--- src/rtl/trig_pkg.sv ---
`timescale 1ns/1ps
package trig_pkg;

    typedef enum logic [2:0] {
        WV_FALL    = 3'b000,
        WV_RISE    = 3'b001,
        WV_LOPULSE = 3'b010,
        WV_HIPULSE = 3'b011,
        WV_LOCYCLE = 3'b100,
        WV_HICYCLE = 3'b101,
        WV_SERIAL  = 3'b110,
        WV_RSVD    = 3'b111
    } wave_e;

    typedef enum logic [1:0] {
        ST_IDLE = 2'd0,
        ST_WAIT = 2'd1,
        ST_RUN  = 2'd2
    } seq_st_e;

    // Setup fields held for the life of one armed waveform
    typedef struct packed {
        wave_e mode;
        logic  notify;
        logic  endless;
    } arm_cfg_t;

    // Resting level of the pin for a waveform code
    function automatic logic idle_level(input wave_e m);
        case (m)
            WV_FALL, WV_LOPULSE, WV_LOCYCLE: return 1'b1;
            default:                         return 1'b0;
        endcase
    endfunction

    function automatic logic is_pulse(input wave_e m);
        return (m == WV_LOPULSE) || (m == WV_HIPULSE);
    endfunction

    function automatic logic is_cycle(input wave_e m);
        return (m == WV_LOCYCLE) || (m == WV_HICYCLE);
    endfunction

endpackage

--- src/rtl/trig_time_cmp.sv ---
`timescale 1ns/1ps
module trig_time_cmp #(
    parameter int TW = 64
) (
    input  logic [TW-1:0] sys_time,
    input  logic [TW-1:0] tgt_live,
    input  logic [TW-1:0] tgt_held,
    output logic          reached,
    output logic          late
);
    // reached: the armed target has come; late: the offered target is already behind
    always_comb begin
        reached = (sys_time >= tgt_held);
        late    = (tgt_live <  sys_time);
    end
endmodule

--- src/rtl/trig_phase_timer.sv ---
`timescale 1ns/1ps
module trig_phase_timer #(
    parameter int WW       = 32,
    parameter int STEP_NS  = 8,
    parameter int MIN_W_NS = 40
) (
    input  logic          clk,
    input  logic          rst,
    input  logic          ld,
    input  logic [WW-1:0] ld_width,
    output logic          expire
);
    localparam logic [WW-1:0] STEP_V = WW'(STEP_NS);
    localparam logic [WW-1:0] MIN_V  = WW'(MIN_W_NS);

    logic [WW-1:0] rem_q;

    always_ff @(posedge clk) begin
        if (rst)                 rem_q <= '0;
        else if (ld)             rem_q <= ld_width;
        else if (rem_q > STEP_V) rem_q <= rem_q - STEP_V;
    end

    // The phase ends in the clock whose advance covers the remaining time
    assign expire = (rem_q <= STEP_V);


    min_width_chk: assert property (@(posedge clk) disable iff (rst)
        ld |-> (ld_width >= MIN_V));
endmodule

--- src/rtl/trig_seq_fsm.sv ---
`timescale 1ns/1ps
module trig_seq_fsm
    import trig_pkg::*;
#(
    parameter int TW       = 64,
    parameter int WW       = 32,
    parameter int CW       = 16,
    parameter int PATW     = 16,
    parameter int MIN_W_NS = 40
) (
    input  logic            clk,
    input  logic            rst,
    input  logic            arm,
    input  logic            sw_rst,
    input  logic [2:0]      cfg_mode,
    input  logic            cfg_now,
    input  logic            cfg_notify,
    input  logic [TW-1:0]   tgt_time,
    input  logic [WW-1:0]   pulse_w,
    input  logic [WW-1:0]   cycle_w,
    input  logic [CW-1:0]   cyc_count,
    input  logic [PATW-1:0] pat_word,
    input  logic            late,
    input  logic            reached,
    input  logic            expire,
    output logic [TW-1:0]   tgt_held,
    output logic            ld,
    output logic [WW-1:0]   ld_width,
    output logic            pin,
    output logic            done,
    output logic            err
);
    localparam int            IW    = (PATW > 1) ? $clog2(PATW) : 1;
    localparam logic [IW-1:0] LAST  = IW'(PATW - 1);
    localparam logic [WW-1:0] MIN_V = WW'(MIN_W_NS);

    seq_st_e        st_q,   st_d;
    arm_cfg_t       cfg_q,  cfg_d;
    logic           act_q,  act_d;
    logic [CW-1:0]  cnt_q,  cnt_d;
    logic [IW-1:0]  idx_q,  idx_d;
    logic [PATW-1:0] pat_q, pat_d;
    logic [WW-1:0]  pw_q,   pw_d;
    logic [WW-1:0]  cw_q,   cw_d;
    logic [TW-1:0]  tgt_q,  tgt_d;
    logic           pin_q,  pin_d;
    logic           done_q, done_d;
    logic           err_q,  err_d;

    wave_e mode_in;
    logic  act_lvl, idle_lvl, last_unit;
    logic [WW-1:0] pw_c, cw_floor, cw_c;

    always_comb begin
        mode_in   = wave_e'(cfg_mode);
        idle_lvl  = idle_level(cfg_q.mode);
        act_lvl   = ~idle_lvl;
        last_unit = !cfg_q.endless && (cnt_q == CW'(1));
        // Width floors applied once at arming
        pw_c      = (pulse_w < MIN_V) ? MIN_V : pulse_w;
        cw_floor  = (mode_in == WV_SERIAL) ? MIN_V : (pw_c + MIN_V);
        cw_c      = (cycle_w < cw_floor) ? cw_floor : cycle_w;
    end

    always_comb begin
        st_d     = st_q;
        cfg_d    = cfg_q;
        act_d    = act_q;
        cnt_d    = cnt_q;
        idx_d    = idx_q;
        pat_d    = pat_q;
        pw_d     = pw_q;
        cw_d     = cw_q;
        tgt_d    = tgt_q;
        pin_d    = pin_q;
        done_d   = done_q;
        err_d    = err_q;
        ld       = 1'b0;
        ld_width = pw_q;

        if (sw_rst) begin
            st_d   = ST_IDLE;
            pin_d  = idle_level(mode_in);
            done_d = 1'b0;
            err_d  = 1'b0;
        end else if (arm && (mode_in != WV_RSVD)) begin
            cfg_d  = '{mode: mode_in, notify: cfg_notify, endless: (cyc_count == '0)};
            tgt_d  = tgt_time;
            pw_d   = pw_c;
            cw_d   = cw_c;
            pat_d  = pat_word;
            cnt_d  = cyc_count;
            act_d  = 1'b0;
            idx_d  = '0;
            pin_d  = idle_level(mode_in);
            done_d = 1'b0;
            err_d  = 1'b0;
            if (late && !cfg_now) begin
                err_d = cfg_notify;
                st_d  = ST_IDLE;
            end else begin
                st_d  = ST_WAIT;
            end
        end else begin
            case (st_q)
                ST_WAIT: if (reached) begin
                    if (cfg_q.mode == WV_SERIAL) begin
                        pin_d    = pat_q[0];
                        idx_d    = (PATW > 1) ? IW'(1) : '0;
                        ld       = 1'b1;
                        ld_width = cw_q;
                        st_d     = ST_RUN;
                    end else if (is_pulse(cfg_q.mode) || is_cycle(cfg_q.mode)) begin
                        pin_d    = act_lvl;
                        act_d    = 1'b1;
                        ld       = 1'b1;
                        ld_width = pw_q;
                        st_d     = ST_RUN;
                    end else begin
                        pin_d    = act_lvl;
                        done_d   = cfg_q.notify;
                        st_d     = ST_IDLE;
                    end
                end
                ST_RUN: if (expire) begin
                    if (is_pulse(cfg_q.mode)) begin
                        pin_d  = idle_lvl;
                        done_d = cfg_q.notify;
                        st_d   = ST_IDLE;
                    end else if (is_cycle(cfg_q.mode)) begin
                        if (act_q && last_unit) begin
                            pin_d  = idle_lvl;
                            done_d = cfg_q.notify;
                            st_d   = ST_IDLE;
                        end else if (act_q) begin
                            if (!cfg_q.endless) cnt_d = cnt_q - CW'(1);
                            pin_d    = idle_lvl;
                            act_d    = 1'b0;
                            ld       = 1'b1;
                            ld_width = cw_q - pw_q;
                        end else begin
                            pin_d    = act_lvl;
                            act_d    = 1'b1;
                            ld       = 1'b1;
                            ld_width = pw_q;
                        end
                    end else begin
                        if (last_unit) begin
                            pin_d  = 1'b0;
                            done_d = cfg_q.notify;
                            st_d   = ST_IDLE;
                        end else begin
                            if (!cfg_q.endless) cnt_d = cnt_q - CW'(1);
                            pin_d    = pat_q[idx_q];
                            idx_d    = (idx_q == LAST) ? '0 : idx_q + IW'(1);
                            ld       = 1'b1;
                            ld_width = cw_q;
                        end
                    end
                end
                default: ;
            endcase
        end
    end

    always_ff @(posedge clk) begin
        if (rst) begin
            st_q   <= ST_IDLE;
            cfg_q  <= '{mode: WV_RISE, notify: 1'b0, endless: 1'b0};
            act_q  <= 1'b0;
            cnt_q  <= '0;
            idx_q  <= '0;
            pat_q  <= '0;
            pw_q   <= MIN_V;
            cw_q   <= MIN_V;
            tgt_q  <= '0;
            pin_q  <= 1'b0;
            done_q <= 1'b0;
            err_q  <= 1'b0;
        end else begin
            st_q   <= st_d;
            cfg_q  <= cfg_d;
            act_q  <= act_d;
            cnt_q  <= cnt_d;
            idx_q  <= idx_d;
            pat_q  <= pat_d;
            pw_q   <= pw_d;
            cw_q   <= cw_d;
            tgt_q  <= tgt_d;
            pin_q  <= pin_d;
            done_q <= done_d;
            err_q  <= err_d;
        end
    end

    assign tgt_held = tgt_q;
    assign pin      = pin_q;
    assign done     = done_q;
    assign err      = err_q;


    notify_gate_chk: assert property (@(posedge clk) disable iff (rst)
        !cfg_q.notify |-> (!done_q && !err_q));


    err_no_fire_chk: assert property (@(posedge clk) disable iff (rst)
        $rose(err_q) |-> (st_q == ST_IDLE));


    wait_hold_chk: assert property (@(posedge clk) disable iff (rst)
        (st_q == ST_WAIT && !reached && !arm && !sw_rst) |=> (st_q == ST_WAIT && $stable(pin_q)));


    swrst_clear_chk: assert property (@(posedge clk) disable iff (rst)
        sw_rst |=> (!done_q && !err_q && st_q == ST_IDLE));
endmodule

--- src/rtl/trig_wavegen.sv ---
`timescale 1ns/1ps
module trig_wavegen #(
    parameter int TW       = 64,
    parameter int WW       = 32,
    parameter int CW       = 16,
    parameter int PATW     = 16,
    parameter int STEP_NS  = 8,
    parameter int MIN_W_NS = 40
) (
    input  logic            clk,
    input  logic            rst,
    input  logic [TW-1:0]   sys_time,
    input  logic [TW-1:0]   tgt_time,
    input  logic [2:0]      cfg_mode,
    input  logic            cfg_now,
    input  logic            cfg_notify,
    input  logic [WW-1:0]   pulse_w,
    input  logic [WW-1:0]   cycle_w,
    input  logic [CW-1:0]   cyc_count,
    input  logic [PATW-1:0] pat_word,
    input  logic            arm,
    input  logic            sw_rst,
    output logic            pin_out,
    output logic            trig_done,
    output logic            trig_err
);
    logic [TW-1:0] tgt_held;
    logic          reached, late, ld, expire;
    logic [WW-1:0] ld_width;

    trig_time_cmp #(.TW(TW)) u_cmp (
        .sys_time (sys_time),
        .tgt_live (tgt_time),
        .tgt_held (tgt_held),
        .reached  (reached),
        .late     (late)
    );

    trig_phase_timer #(.WW(WW), .STEP_NS(STEP_NS), .MIN_W_NS(MIN_W_NS)) u_tmr (
        .clk      (clk),
        .rst      (rst),
        .ld       (ld),
        .ld_width (ld_width),
        .expire   (expire)
    );

    trig_seq_fsm #(.TW(TW), .WW(WW), .CW(CW), .PATW(PATW), .MIN_W_NS(MIN_W_NS)) u_seq (
        .clk        (clk),
        .rst        (rst),
        .arm        (arm),
        .sw_rst     (sw_rst),
        .cfg_mode   (cfg_mode),
        .cfg_now    (cfg_now),
        .cfg_notify (cfg_notify),
        .tgt_time   (tgt_time),
        .pulse_w    (pulse_w),
        .cycle_w    (cycle_w),
        .cyc_count  (cyc_count),
        .pat_word   (pat_word),
        .late       (late),
        .reached    (reached),
        .expire     (expire),
        .tgt_held   (tgt_held),
        .ld         (ld),
        .ld_width   (ld_width),
        .pin        (pin_out),
        .done       (trig_done),
        .err        (trig_err)
    );
endmodule

--- config.mk ---
export PLATFORM = sky130hd
export DESIGN_NAME = trig_wavegen
export DESIGN_NICKNAME = d
export VERILOG_FILES = /design/src/rtl/trig_pkg.sv /design/src/rtl/trig_time_cmp.sv /design/src/rtl/trig_phase_timer.sv /design/src/rtl/trig_seq_fsm.sv /design/src/rtl/trig_wavegen.sv
export SDC_FILE = /design/constraint.sdc
export NUM_CORES = 1
export LEC_CHECK = 0
export ABC_CLOCK_PERIOD_IN_PS = 5500
export BUFFER_PORTS_ARGS = -buffer_cell sky130_fd_sc_hd__buf_2
export CAP_MARGIN = 5
export CELL_PAD_IN_SITES_DETAIL_PLACEMENT = 0
export CELL_PAD_IN_SITES_GLOBAL_PLACEMENT = 1
export CORE_AREA = 2 2 203 205
export DETAILED_ROUTE_END_ITERATION = 6
export DIE_AREA = 0 0 205 207
export PLACE_DENSITY = 0.9
export SETUP_SLACK_MARGIN = 0.5
export SLEW_MARGIN = 0
export SYNTH_ARGS = -nofsm -noshare
export SYNTH_HDL_FRONTEND = slang
export SYNTH_SLANG_ARGS = --single-unit
--- constraint.sdc ---
create_clock -name clk -period 5.5 [get_ports clk]
set_clock_uncertainty 0.05 [all_clocks]
set_input_delay 0.275 -clock clk [delete_from_list [all_inputs] [get_ports clk]]
set_output_delay 0.275 -clock clk [all_outputs]
set_load 0.02 [all_outputs]
Word-level counts from Yosys, hierarchy flattened
Cells that the tools add are included.
W data, S select, Z words.
{"block": "word_totals", "out_inout_bits": 3, "reg_bits": 207}
{"block": "op_classes", "reduce_logical": 29, "mux": 91, "n_eq_ne": 37, "magnitude_cmp": 7, "n_bitwise": 2, "n_addsub": 5}
{"cell": "$mux W32", "count": 15}
{"cell": "$mux W16", "count": 9}
{"cell": "$ge A64 B64 Y1", "count": 1}
{"cell": "$lt A64 B64 Y1", "count": 1}
{"cell": "$pmux W32 S2", "count": 1}
{"cell": "$mux W1", "count": 42}
{"cell": "$add A32 B6 Y32 const B", "count": 1}
{"cell": "$gt A32 B4 Y1 const B", "count": 1}
{"cell": "$le A32 B4 Y1 const B", "count": 1}
{"cell": "$lt A32 B32 Y1", "count": 1}
{"cell": "$lt A32 B6 Y1 const B", "count": 1}
{"cell": "$mux W4", "count": 8}
{"cell": "$sub A32 B32 Y32", "count": 1}
{"cell": "$sub A32 B4 Y32 const B", "count": 1}
{"cell": "$ne A3 B2 Y1 const B", "count": 7}
{"cell": "$mux W2", "count": 9}
{"cell": "$eq A16 B1 Y1 const B", "count": 1}
{"cell": "$logic_not A16 Y1", "count": 1}
{"cell": "$sub A16 B1 Y16 const B", "count": 1}
{"cell": "$eq A3 B3 Y1 const B", "count": 5}
{"cell": "$reduce_and A7 Y1", "count": 2}
{"cell": "$ne A3 B1 Y1 const B", "count": 4}
{"cell": "$ne A4 B3 Y1 const B", "count": 3}
{"cell": "$eq A3 B2 Y1 const B", "count": 3}
{"cell": "30 further kinds", "count": 51}

Depth between registers and ports, before layout
Gate-level depths: netlist (run 1).
{"block": "depth", "depth_word": 12, "mapped_depth": 24, "depth_no_buf": 22}

By module
From an unflattened synthesis (run 1), not the netlist that was laid out.
{"block": "unflattened", "cells_unflattened": 2293, "hier_area_um2": 16569.6}
{"mod": "trig_seq_fsm", "cells_each": 1647, "area_each_um2": 11793.8, "n_inst": 1}
{"mod": "trig_time_cmp", "cells_each": 457, "area_each_um2": 3199.3, "n_inst": 1}
{"mod": "trig_phase_timer", "cells_each": 189, "area_each_um2": 1576.5, "n_inst": 1}

Worst setup path after synthesis (run 1)
No wires, ideal clock.
{"block": "synth_path", "path_kind": "input to register", "start": "input port pulse_w[6]", "end": "register u_seq.cw_q[3]", "stages": 24, "path_buffers": 2, "path_slack_ns": 0.833, "arrival_ns": 4.511, "setup_ns": 0.106, "path_cell_list": "clkbuf_1 > nor4_1 > nand4_1 > nor2_1 > nor2_1 > inv_1 > ha_1 > inv_1 > o211ai_1 > and3_1 > nand3_1 > xor2_1 > or2_2 > ha_1 > nand4_1 > nor4_1 > nand2_1 > nor3_1 > o31ai_1 > o2111ai_1 > a211o_1 > clkbuf_1 > nor3_1 > o311ai_0"}
{"block": "synth_via", "elab_chain_cells": 6}
{"element": "start: declaration", "line": "trig_wavegen.sv:17", "source": "input logic [WW-1:0] pulse_w,"}
{"element": "$lt A32 B6 Y1 (*)", "line": "trig_seq_fsm.sv:60", "source": "pw_c = (pulse_w < MIN_V) ? MIN_V : pulse_w;"}
{"element": "$mux W32 (*)", "line": "trig_seq_fsm.sv:60"}
{"element": "named net u_seq.pw_c[3]", "line": "trig_seq_fsm.sv:52", "source": "logic [WW-1:0] pw_c, cw_floor, cw_c;"}
{"element": "$add A32 B6 Y32 (*)", "line": "trig_seq_fsm.sv:61", "source": "cw_floor = (mode_in == WV_SERIAL) ? MIN_V : (pw_c + MIN_V);"}
{"element": "$mux W32 (*)", "line": "trig_seq_fsm.sv:61"}
{"element": "$lt A32 B32 Y1", "line": "trig_seq_fsm.sv:62", "source": "cw_c = (cycle_w < cw_floor) ? cw_floor : cycle_w;"}
{"element": "$mux W32 (*)", "line": "trig_seq_fsm.sv:62"}
{"element": "end signal: assignment", "line": "trig_seq_fsm.sv:188", "source": "cw_q <= cw_d;"}
{"element": "end: declaration", "line": "trig_seq_fsm.sv:44", "source": "logic [WW-1:0] cw_q, cw_d;"}
Mark *: on every way through the listed nets, which the timed path passes. The rest lies on a longest branch.
A chain may end at the register's enable or synchronous reset.

Worst setup path in the final report (run 1)
{"block": "layout_path", "start": "input port pulse_w[7]", "end": "register u_seq.cw_q[1]"}
{"block": "layout_via", "elab_chain_cells": 6}
{"element": "$lt A32 B6 Y1", "line": "trig_seq_fsm.sv:60"}
{"element": "$mux W32", "line": "trig_seq_fsm.sv:60"}
{"element": "named net u_seq.pw_c[4]", "line": "trig_seq_fsm.sv:52"}
{"element": "$add A32 B6 Y32", "line": "trig_seq_fsm.sv:61"}
{"element": "$mux W32", "line": "trig_seq_fsm.sv:61"}
{"element": "$lt A32 B32 Y1", "line": "trig_seq_fsm.sv:62"}
{"element": "$mux W32", "line": "trig_seq_fsm.sv:62"}
The timed path passes the listed nets, and every way through them passes these cells.

==> results of run 1 <==
-- worst register-to-register path: stages (launching register included) --
cell	delay, ps
dfxtp_1	360
nor4_1	610
nand4b_1	480
o21ai_1	250
buf_4	300
or4_1	390
nand2_1	280
buf_4	310
o221ai_1	230
a211oi_1	70
nor3_1	550
a21oi_1	160
-- synth_stat cells (5+ instances only) --
master     count
o211ai_1      15
a311oi_1      32
and3_1        15
nand4_1       45
or3_1         15
clkbuf_1     111
a2111oi_0      8
or2_2         47
o22ai_1       18
a21o_1        42
o31ai_1        9
o21ai_0      110
nor3b_1        5
o21a_1        12
mux4_2         5
mux2i_1       24
o32ai_1       11
and2_1        12
a21oi_1      239
o2111ai_1     17
or4_1          6
a221oi_1       8
nor3_1        56
inv_1        186
dfxtp_1      207
xnor2_1       30
nand2b_1      14
xor2_1        41
a211oi_1      26
nor2_1       137
nor4_1        35
buf_2         13
a31oi_1       27
nand2_1      374
o21ai_1        6
nor2b_1       12
o221ai_1      28
ha_1         196
nand3_1       63
-- area by class of cell --
| cell class | count | share of cell area, % |
|---|---|---|
| Antenna cell | 4 | 0.04786 |
| Clock buffer | 35 | 3.362 |
| Clock inverter | 11 | 0.6402 |
| Inverter | 186 | 3.339 |
| Multi-Input combinational cell | 1820 | 56.67 |
| Sequential cell | 207 | 19.82 |
| Tap cell | 532 | 3.183 |
| Timing Repair Buffer | 394 | 12.94 |
-- layer usage --
layer  part of all wire (%)  vias to the layer above
met5                  0.021                        -
met4                    4.2                        2
met3                    7.0                      157
met2                     47                      698
met1                     42                     8806
li1                       -                     9024
-- cell families after synthesis --
kind of cell	Yosys count
buffers and inverters	317
AND/OR/NAND/NOR	858
multiplexers	33
AO/OA/AOI/OAI	661
flip-flops	207
XOR/XNOR	71
adder cells (fa/ha/maj)	197
-- power by group --
| group | internal, uW | total (uW) | switching [uW] |
|---|---|---|---|
| sequential | 1650 | 1820 | 167 |
| clock | 1030 | 1750 | 715 |
| combinational | 923 | 2290 | 1370 |
| total | 3600 | 5860 | 2250 |
-- repair_timing --
item / in CTS / in global routing
gates resized for setup: 0 / 6
hold endpoints to repair: 129 / 0
setup endpoints to repair: 0 / 32
hold buffers: 127 / 0
-- metrics by stage --
step                      instances  hold slack (ps)
after floorplan                2344            341.9
after global placement         3012            391.2
after detailed placement       3012            397.2
after CTS                      3185            3.580
after global routing           3189            10.39
final                          3189            11.77
-- state kept, by name, summed over array words and instances (netlist names) --
register and flops:
u_seq.pin 1, u_seq.cnt_q 16, u_seq.idx_q 4, u_seq.st_q 2, u_seq.act_q 1, u_seq.pw_q 32, u_seq.cw_q 32, u_seq.done 1
u_tmr.rem_q 32, u_seq.pat_q 16, u_seq.err 1, u_seq.cfg_q 5, u_seq.tgt_held 64
-- final timing paths --
path                     start           endpoint  slack [ps]
max                 pulse_w[7]      u_seq.cw_q[1]         810
min                pulse_w[19]     u_seq.pw_q[19]          10
max reg2reg    u_seq.cnt_q[10]    u_tmr.rem_q[20]        1300
min reg2reg  u_seq.tgt_held[8]  u_seq.tgt_held[8]         400
==> key figures, run 1 <==
Hold path
  • Hold WC Path Type: in -> reg
  • Hold path cells: 3

Die
  • Std-Cell Rows: 74
  • Chip Height: 207 um
  • Ports: 236
  • Die W: 205 um
  • Die area: 0.04244 sq mm
  • CORE AREA: 0.04037 sq mm
  • Starting Density: 42.53%

Layout
  • Commonest non-fill, non-tap cell in the layout: nand2_1
  • Final core utilization: 51.80%
  • Layout area overhead: 21.80%
  • Multi-input logic area: 0.01185 sq mm
  • Register area: 0.004144 sq mm
  • Commonest cells after routing, fill and taps aside: 374 x nand2_1, 239 x a21oi_1, 234 x buf_2
  • Ratio of cells with drive above 1 in the final layout: 14.81%
  • # nets final: 3064
  • Filler cells: 3927
  • Design Area, Final: 0.02091 sq mm

Critical path
  • Worst Setup End Kind: register
  • Critical Path, Cell by Cell: buf_2, nor4_1, nand4_1, or2_4, and2_1, ha_1, inv_1, o211ai_1, and3_1, and3_1, xnor2_1, or2_2, ha_1, nand4_1, nor4_4, and3_1, a221oi_1, o2111ai_1, a211o_1, buf_12, nor4_1, o2bb2ai_1
  • CP Depth: 22
  • Crit path DAT: 5100 ps
  • Max stage delay cell, worst path: nor4_1
  • Slowest stage delay, CP: 430 ps
  • Worst Path Class, Setup: in -> reg
  • Type of origin of the critical path: input pin
  • Cell depth of the worst flop-to-flop path: 11
  • Cell family with most CP delay: simple AND/OR/NAND/NOR gates
  • Crit Path Max Fanout: 45
  • WP buf/inv: 3
  • CP most frequent cell: and3_1
  • WP data required: 5910 ps

Placed design
  • Final HPWL DP: 45880 um
  • Setup WS pre-CTS: 6.824 ps
  • Port bufs: 235
  • Post-DP Area: 0.01876 sq mm
  • GPL Wtd Cong: 0.9511

Detailed routing
  • Antenna viol nets, final: 0
  • DRT Pass-1 Iters: 5
  • Vias: 18690
  • Avg Vias per Cell: 5.860
  • WL final: 62040 um
  • Post-route DRC: 0
  • WL/cell: 19.45 um
  • First DRT Iteration DRCs: 1368

Yosys
  • Ys Warns: 0
  • Post-Synth Adder-Cell Area: 14.40%
  • Synth area leaders: dfxtp_1 24%, ha_1 14%, nand2_1 8.2%, a21oi_1 7.0%, inv_1 4.1%
  • Post-Synth XOR/XNOR Area: 3.622%
  • Mux share of post-synthesis cell area: 2.317%
  • Post-synth ARST share: 0%
  • Ys flop type: dfxtp_1
  • Largest family of logic cells by synthesized area: compound AO/OA/AOI/OAI gates
  • Synth Area in Simple Gates: 23.45%
  • Mapped Nets: 2774
  • Yosys cell types: 88
  • Synth Area in Compound Gates: 24.86%
  • Yosys reg bits: 207
  • Sequential fraction of the synthesis area: 24.13%
  • Mapped Avg Cell Area: 7.325 sq um
  • Number of enable flip-flop cells after synthesis: 0
  • Yosys top cell area share: 24.13%
  • Largest area contributor in the netlist: dfxtp_1
  • Synth Instances: 2344
  • Post-Syn Area: 0.01717 sq mm

Power and ir drop
  • Peak VDD IR: 0.3367 mV
  • Leakage: 0.008781 uW
  • P per Cell Area: 280.0 mW/mm^2
  • Total power: 5855 uW

Clock network
  • Later-pin clock latency in the skew report: 560 ps
  • Clock slew seen by the registers of the worst setup and hold paths: 60 ps
  • Sink Count: 207
  • Post-CTS Setup Bufs: 0
  • CTS Root Cell: clkbuf_16
  • Clk buf depth: 3
  • # H-tree levels: 1
  • Num CTS Buffers: 25
  • CTS tree: built

GRT
  • Gr usage total: 28.44%
  • First-pass GRT wire length: 97820 um
  • Initial antenna violation count: 5
  • Vias in the first global route: 18450
  • GR Util met3: 4.484%
  • Largest net degree at the start of global routing: 97
  • Most used routing layer: met2
  • Grt total ovfl: 0
  • Met2 Usage GRT: 48.03%
  • Met1 usage: 36.14%

Timing
  • Hold Vio Cnt, Final: 0
  • Slew headroom: 27.24%
  • Setup slack after layout: 806.3 ps
  • TNS Setup: 0 ps
  • Max Fclk: 213.1 MHz
  • Setup-failing EPs final: 0
  • Worst slew pin tran: 1081 ps
  • Max-slew violations: 0
  • Tmin final: 4694 ps
  • Final period util: 85.34%
  • RSZ-0062 raised after global routing: false

Run
  • Max-cap violation count: 0

Run status
  • Status: finished clean
No activity file was read; power rests on OpenSTA's default activity.
==> run 2: changes to the inputs <==
ABC_CLOCK_PERIOD_IN_PS = 4400   (was 5500)
clock period = 4.4 ns   (was 5.5 ns; I/O delays follow)
==> run 2 against run 1 <==
  * Non-clock buffer count increased by 119
  * Worst setup slack got worse by 650 ps
  * Power increased by 33%
  * Sequential share of layout area decreased by 1.4 points
  * Critical path type unchanged
  * Final area increased by 7.8%
  * Global-route usage decreased by 0.79 points
  * Flip-flop and latch count unchanged
  * Sequential power increased by 24%
==> key figures, run 2 (same netlist as run 1, synthesis figures left out) <==
Run status
  • Status: finished clean

Clock network
  • Clk buf depth: 3
  • Clock slew seen by the registers of the worst setup and hold paths: 60 ps
  • # H-tree levels: 1
  • CTS Root Cell: clkbuf_16
  • Num CTS Buffers: 26
  • CTS tree: built
  • Later-pin clock latency in the skew report: 550 ps
  • Sink Count: 207

Detailed routing
  • Vias: 19210
  • Post-route DRC: 0
  • WL final: 60860 um
  • Antenna viol nets, final: 0
  • DRT Pass-1 Iters: 5
  • First DRT Iteration DRCs: 1422
  • WL/cell: 18.38 um
  • Avg Vias per Cell: 5.802

Die
  • Std-Cell Rows: 74
  • Die area: 0.04244 sq mm
  • Ports: 236
  • Chip Height: 207 um
  • Die W: 205 um
  • CORE AREA: 0.04037 sq mm
  • Starting Density: 42.53%

Timing
  • RSZ-0062 raised after global routing: true
  • Tmin final: 4245 ps
  • Slew headroom: 25.75%
  • Setup-failing EPs final: 0
  • TNS Setup: 0 ps
  • Hold Vio Cnt, Final: 0
  • Max-slew violations: 0
  • Smallest hold slack: 11.01 ps
  • Final period util: 96.47%
  • Max Fclk: 235.6 MHz
  • Worst slew pin tran: 1114 ps
  • Setup slack after layout: 155.5 ps

GRT
  • Grt total ovfl: 0
  • Initial antenna violation count: 4
  • First-pass GRT wire length: 95720 um
  • Largest net degree at the start of global routing: 100
  • Gr usage total: 27.65%
  • Vias in the first global route: 18410

Power and ir drop
  • P per Cell Area: 344.2 mW/mm^2
  • Peak VDD IR: 0.2840 mV
  • Reg power frac: 29.1%
  • Clk pwr share: 30.8%
  • Sw power: 2924 uW
  • Comb power frac: 40.1%
  • Switch share: 37.68%
  • Pint: 4836 uW
  • Leakage: 0.009581 uW

Critical path
  • Crit path DAT: 4630 ps
  • Type of origin of the critical path: input pin
  • Worst Path Class, Setup: in -> reg
  • WP data required: 4780 ps
  • Critical Path, Cell by Cell: buf_2, nor4_2, buf_4, nand4_1, or2_4, and2_4, ha_4, inv_2, o211ai_1, buf_4, and3_1, and3_1, xnor2_1, or2_4, ha_4, nand4_1, nor4_4, buf_4, a221oi_2, o2111ai_2, a211o_4, buf_12, or2_4, a311oi_2
  • Max stage delay cell, worst path: a211o_4
  • Crit Path Max Fanout: 7
  • Slowest stage delay, CP: 420 ps
  • Worst Setup End Kind: register

Run
  • Max-cap violation count: 0

Placed design
  • Port bufs: 235
  • Setup WS pre-CTS: -505.0 ps
  • Final HPWL DP: 44600 um
  • GPL Wtd Cong: 0.9520

Layout
  • Ratio of cells with drive above 1 in the final layout: 19.46%
  • Commonest non-fill, non-tap cell in the layout: nand2_1
  • # nets final: 3185
  • Filler cells: 3761
  • Commonest cells after routing, fill and taps aside: 374 x nand2_1, 238 x a21oi_1, 231 x buf_2
  • Layout area overhead: 31.30%
  • Max FFs per register: 64

Hold path
  • Hold WC Path Type: in -> reg
## run 2: area by class of cell
type	instances	area [sq um]	area share, %
Multi-Input combinational cell	1821	12270	54.42
Inverter	186	698.2	3.097
Clock buffer	32	724.4	3.213
Antenna cell	4	10.01	0.04440
Clock inverter	16	226.5	1.005
Tap cell	532	665.6	2.953
Timing Repair Buffer	513	3806	16.88
Sequential cell	207	4144	18.38
## run 2: what timing repair did
item	4_1_cts	5_1_grt
buffers inserted	7	3
hold buffers	150	0
hold endpoints to repair	120	0
gates cloned	1	6
endpoints found under the setup margin	32	65
gates resized for setup	19	34
pin swaps	9	40
## run 2: power by group through the flow
stage / Clock (uW) / Combinational (uW) / Sequential (uW)
global route: 2490 / 3420 / 2280
floorplan: 0 / 2010 / 2230
CTS: 2410 / 2990 / 2250
finish: 2390 / 3110 / 2260
detailed placement: 0 / 2850 / 2290
global placement: 0 / 2800 / 2280
## run 2: final timing paths
path,from,end,slack (ps),depth (start not counted)
hold reg to reg,u_seq.tgt_held[12],u_seq.tgt_held[12],400,2
hold / removal,cycle_w[5],u_seq.cw_q[5],10,3
setup reg to reg,u_tmr.rem_q[10],u_tmr.rem_q[25],630,10
setup / recovery,pulse_w[9],u_seq.cw_q[17],160,24
## run 2: worst max-delay path, delay by kind of cell
family / cells / cell delay [ps]
xor gates and xnor gates: 1 / 120
and+or+nand+nor: 10 / 1790
buffers and inverters: 6 / 800
AOI/OAI and AO/OA: 5 / 1300
adders and majority gates: 2 / 380
## run 2: stage by stage
| step | utilization [%] | power (uW) | area, sq um | cells |
|---|---|---|---|---|
| 2_1_floorplan | - | 4238 | 17420 | 2344 |
| 3_3_place_gp | 48.55 | 5085 | 19600 | 3092 |
| 3_5_place_dp | 48.55 | 5135 | 19600 | 3092 |
| 4_1_cts | 55.00 | 7644 | 22200 | 3298 |
| 5_1_grt | 55.85 | 8187 | 22540 | 3311 |
| 6_report | 55.85 | 7760 | 22540 | 3311 |
## run 2: metal layers
metal | vias to the layer above | routed length, um | track usage, %
met4 | 0 | 1875 | 9.278
met1 | 9063 | 26230 | 37.19
met5 | - | 0 | 0
met2 | 742 | 28300 | 45.00
li1 | 9275 | - | -
met3 | 131 | 4459 | 4.216
==> run 3: changes to the inputs <==
REMOVE_ABC_BUFFERS = 1   (was unset)
==> run 3 against run 2 <==
  * Non-clock buffer count is 11 lower
  * Final area down 0.29%
  * Clock power shrank 3%
  * Final cell count shrank 0.36%
  * Global-route usage up 2.4 points
  * Sequential power is essentially flat
  * Fmax down 0.39%
  * Via count up 0.81%
  * Wire length increased by 7.2%
  * Critical endpoint is now u_seq.cw_q[5]
==> key figures, run 3 (same netlist as run 1, synthesis figures left out) <==
Layout
  • Ratio of cells with drive above 1 in the final layout: 19.84%
  • Commonest cells after routing, fill and taps aside: 373 x nand2_1, 238 x a21oi_1, 226 x buf_2
  • Max FFs per register: 64
  • Final core utilization: 55.68%
  • Design Area, Final: 0.02248 sq mm
  • Filler cells: 3786
  • # nets final: 3173
  • Commonest non-fill, non-tap cell in the layout: nand2_1
  • Layout area overhead: 30.91%

Die
  • Chip Height: 207 um
  • Die W: 205 um
  • Std-Cell Rows: 74
  • Ports: 236
  • Starting Density: 42.53%
  • CORE AREA: 0.04037 sq mm
  • Die area: 0.04244 sq mm

Timing
  • RSZ-0062 raised after global routing: true
  • Max-slew violations: 0
  • Worst slew pin tran: 1238 ps
  • Setup-failing EPs final: 0
  • Max Fclk: 234.7 MHz
  • Slew headroom: 16.69%
  • TNS Setup: 0 ps
  • Hold Vio Cnt, Final: 0
  • Final period util: 96.85%
  • Tmin final: 4261 ps

Clock network
  • # H-tree levels: 1
  • Num CTS Buffers: 26
  • CTS Root Cell: clkbuf_16
  • CTS tree: built
  • Later-pin clock latency in the skew report: 570 ps
  • Clk buf depth: 3
  • Clock slew seen by the registers of the worst setup and hold paths: 60 ps
  • Sink Count: 207

Power and ir drop
  • Pint: 4798 uW
  • Sw power: 2929 uW
  • Comb power frac: 40.8%
  • Reg power frac: 29.2%
  • Switch share: 37.91%
  • P per Cell Area: 343.7 mW/mm^2
  • Leakage: 0.009477 uW
  • Clk pwr share: 30.0%
  • Total power: 7727 uW
  • Peak VDD IR: 0.3774 mV

Detailed routing
  • Avg Vias per Cell: 5.871
  • Vias: 19370
  • Antenna viol nets, final: 0
  • WL/cell: 19.78 um
  • First DRT Iteration DRCs: 1425
  • Post-route DRC: 0
  • WL final: 65240 um
  • DRT Pass-1 Iters: 6

Critical path
  • Worst Setup End Kind: register
  • Crit path DAT: 4600 ps
  • Worst Path Class, Setup: in -> reg
  • WP buf/inv: 6
  • Cell depth of the worst flop-to-flop path: 10
  • Cell family with most CP delay: simple AND/OR/NAND/NOR gates
  • Type of origin of the critical path: input pin
  • Max stage delay cell, worst path: nor4_4
  • CP startpoint: pulse_w[14]
  • Crit Path Max Fanout: 6
  • FF-to-FF Start: u_tmr.rem_q[26]
  • Slowest stage delay, CP: 340 ps
  • RR Endpoint: u_tmr.rem_q[25]
  • R2r setup slk: 600 ps
  • WP data required: 4740 ps

GRT
  • Most used routing layer: met2
  • Grt total ovfl: 0
  • GR Util met3: 6.010%
  • Met1 usage: 38.71%
  • Met2 Usage GRT: 49.14%
  • Vias in the first global route: 19110
  • Largest net degree at the start of global routing: 135
  • Gr usage total: 30.06%
  • First-pass GRT wire length: 102500 um
  • Initial antenna violation count: 5

Run
  • Max-cap violation count: 0

Run status
  • Status: finished clean

Placed design
  • Port bufs: 235
  • GPL Wtd Cong: 0.9693
  • Post-DP Area: 0.01923 sq mm
  • Final HPWL DP: 47550 um

Hold path
  • Hold WC Path Type: in -> reg
  • Hold path cells: 3
  • Min-Delay Endpoint: u_seq.cnt_q[13]
  • Beginning of the worst hold path: cyc_count[13]
-- run 3: cell count changes in the layout (fill, tap and decap cells not counted), sizes merged --
cell         delta
clkinvlp        -2
clkbuf          -2
a211o           -1
dlygate4sd3    -20
buf            +12
clkinv          +1
bufbuf          +1
inv             -2
diode           +1
-- run 3: how the worst max path moves through the flow --
| stage | to | slack (ps) | depth (start not counted) |
|---|---|---|---|
| 5_1_grt | u_seq.cw_q[5] | -70 | 23 |
| 6_report | u_seq.cw_q[5] | 140 | 26 |
| 4_1_cts | u_seq.cw_q[4] | 330 | 24 |
| 3_3_place_gp | u_seq.cw_q[0] | -500 | 26 |
| 3_5_place_dp | u_seq.cw_q[4] | -590 | 23 |
| 2_1_floorplan | u_seq.idx_q[3] | -3260 | 6 |
-- run 3: cell type report --
cell class	instances	area (sq um)	share of cell area, %
Multi-Input combinational cell	1820	12310	54.78
Sequential cell	207	4144	18.44
Timing Repair Buffer	502	3736	16.62
Clock buffer	34	700.7	3.117
Inverter	186	698.2	3.106
Tap cell	532	665.6	2.961
Clock inverter	13	207.7	0.9240
Antenna cell	5	12.51	0.05566
-- run 3: tightest hold or removal path, delay by kind of cell --
kind,cells,cell delay (ps)
AO/OA/AOI/OAI,2,240
buffers and inverters,1,100
-- run 3: what timing repair did --
item | in CTS | in global routing
cloned | 4 | 0
hold endpoints to repair | 131 | 0
resized for setup | 92 | 25
pin swaps | 59 | 27
setup buffers | 36 | 7
endpoints found under the setup margin | 32 | 50
hold buffers | 130 | 0
-- run 3: per-layer routing --
| layer | vias up | wire, um | part of all wire, % |
|---|---|---|---|
| met3 | 173 | 5756 | 8.8 |
| met5 | - | 11 | 0.017 |
| met4 | 2 | 2674 | 4.1 |
| met1 | 9140 | 26790 | 41 |
| li1 | 9238 | - | - |
| met2 | 814 | 30010 | 46 |
-- run 3: power groups by stage --
stage                     Sequential, uW  Combinational, uW  Clock [uW]
after floorplan                     2230               1920           0
after global placement              2280               2760           0
after detailed placement            2290               2810           0
after CTS                           2250               3050        2340
after global routing                2280               3460        2410
final                               2260               3150        2320
-- run 3: metrics by stage --
stage / hold WS (ps) / instances / setup slack, ps
after global placement: 391.2 / 3070 / -498.0
after global routing: 12.27 / 3297 / -68.73
final: 2.392 / 3299 / 138.7
after CTS: 0.8424 / 3287 / 330.2
after floorplan: 236.2 / 2213 / -3256
after detailed placement: 396.7 / 3070 / -592.0
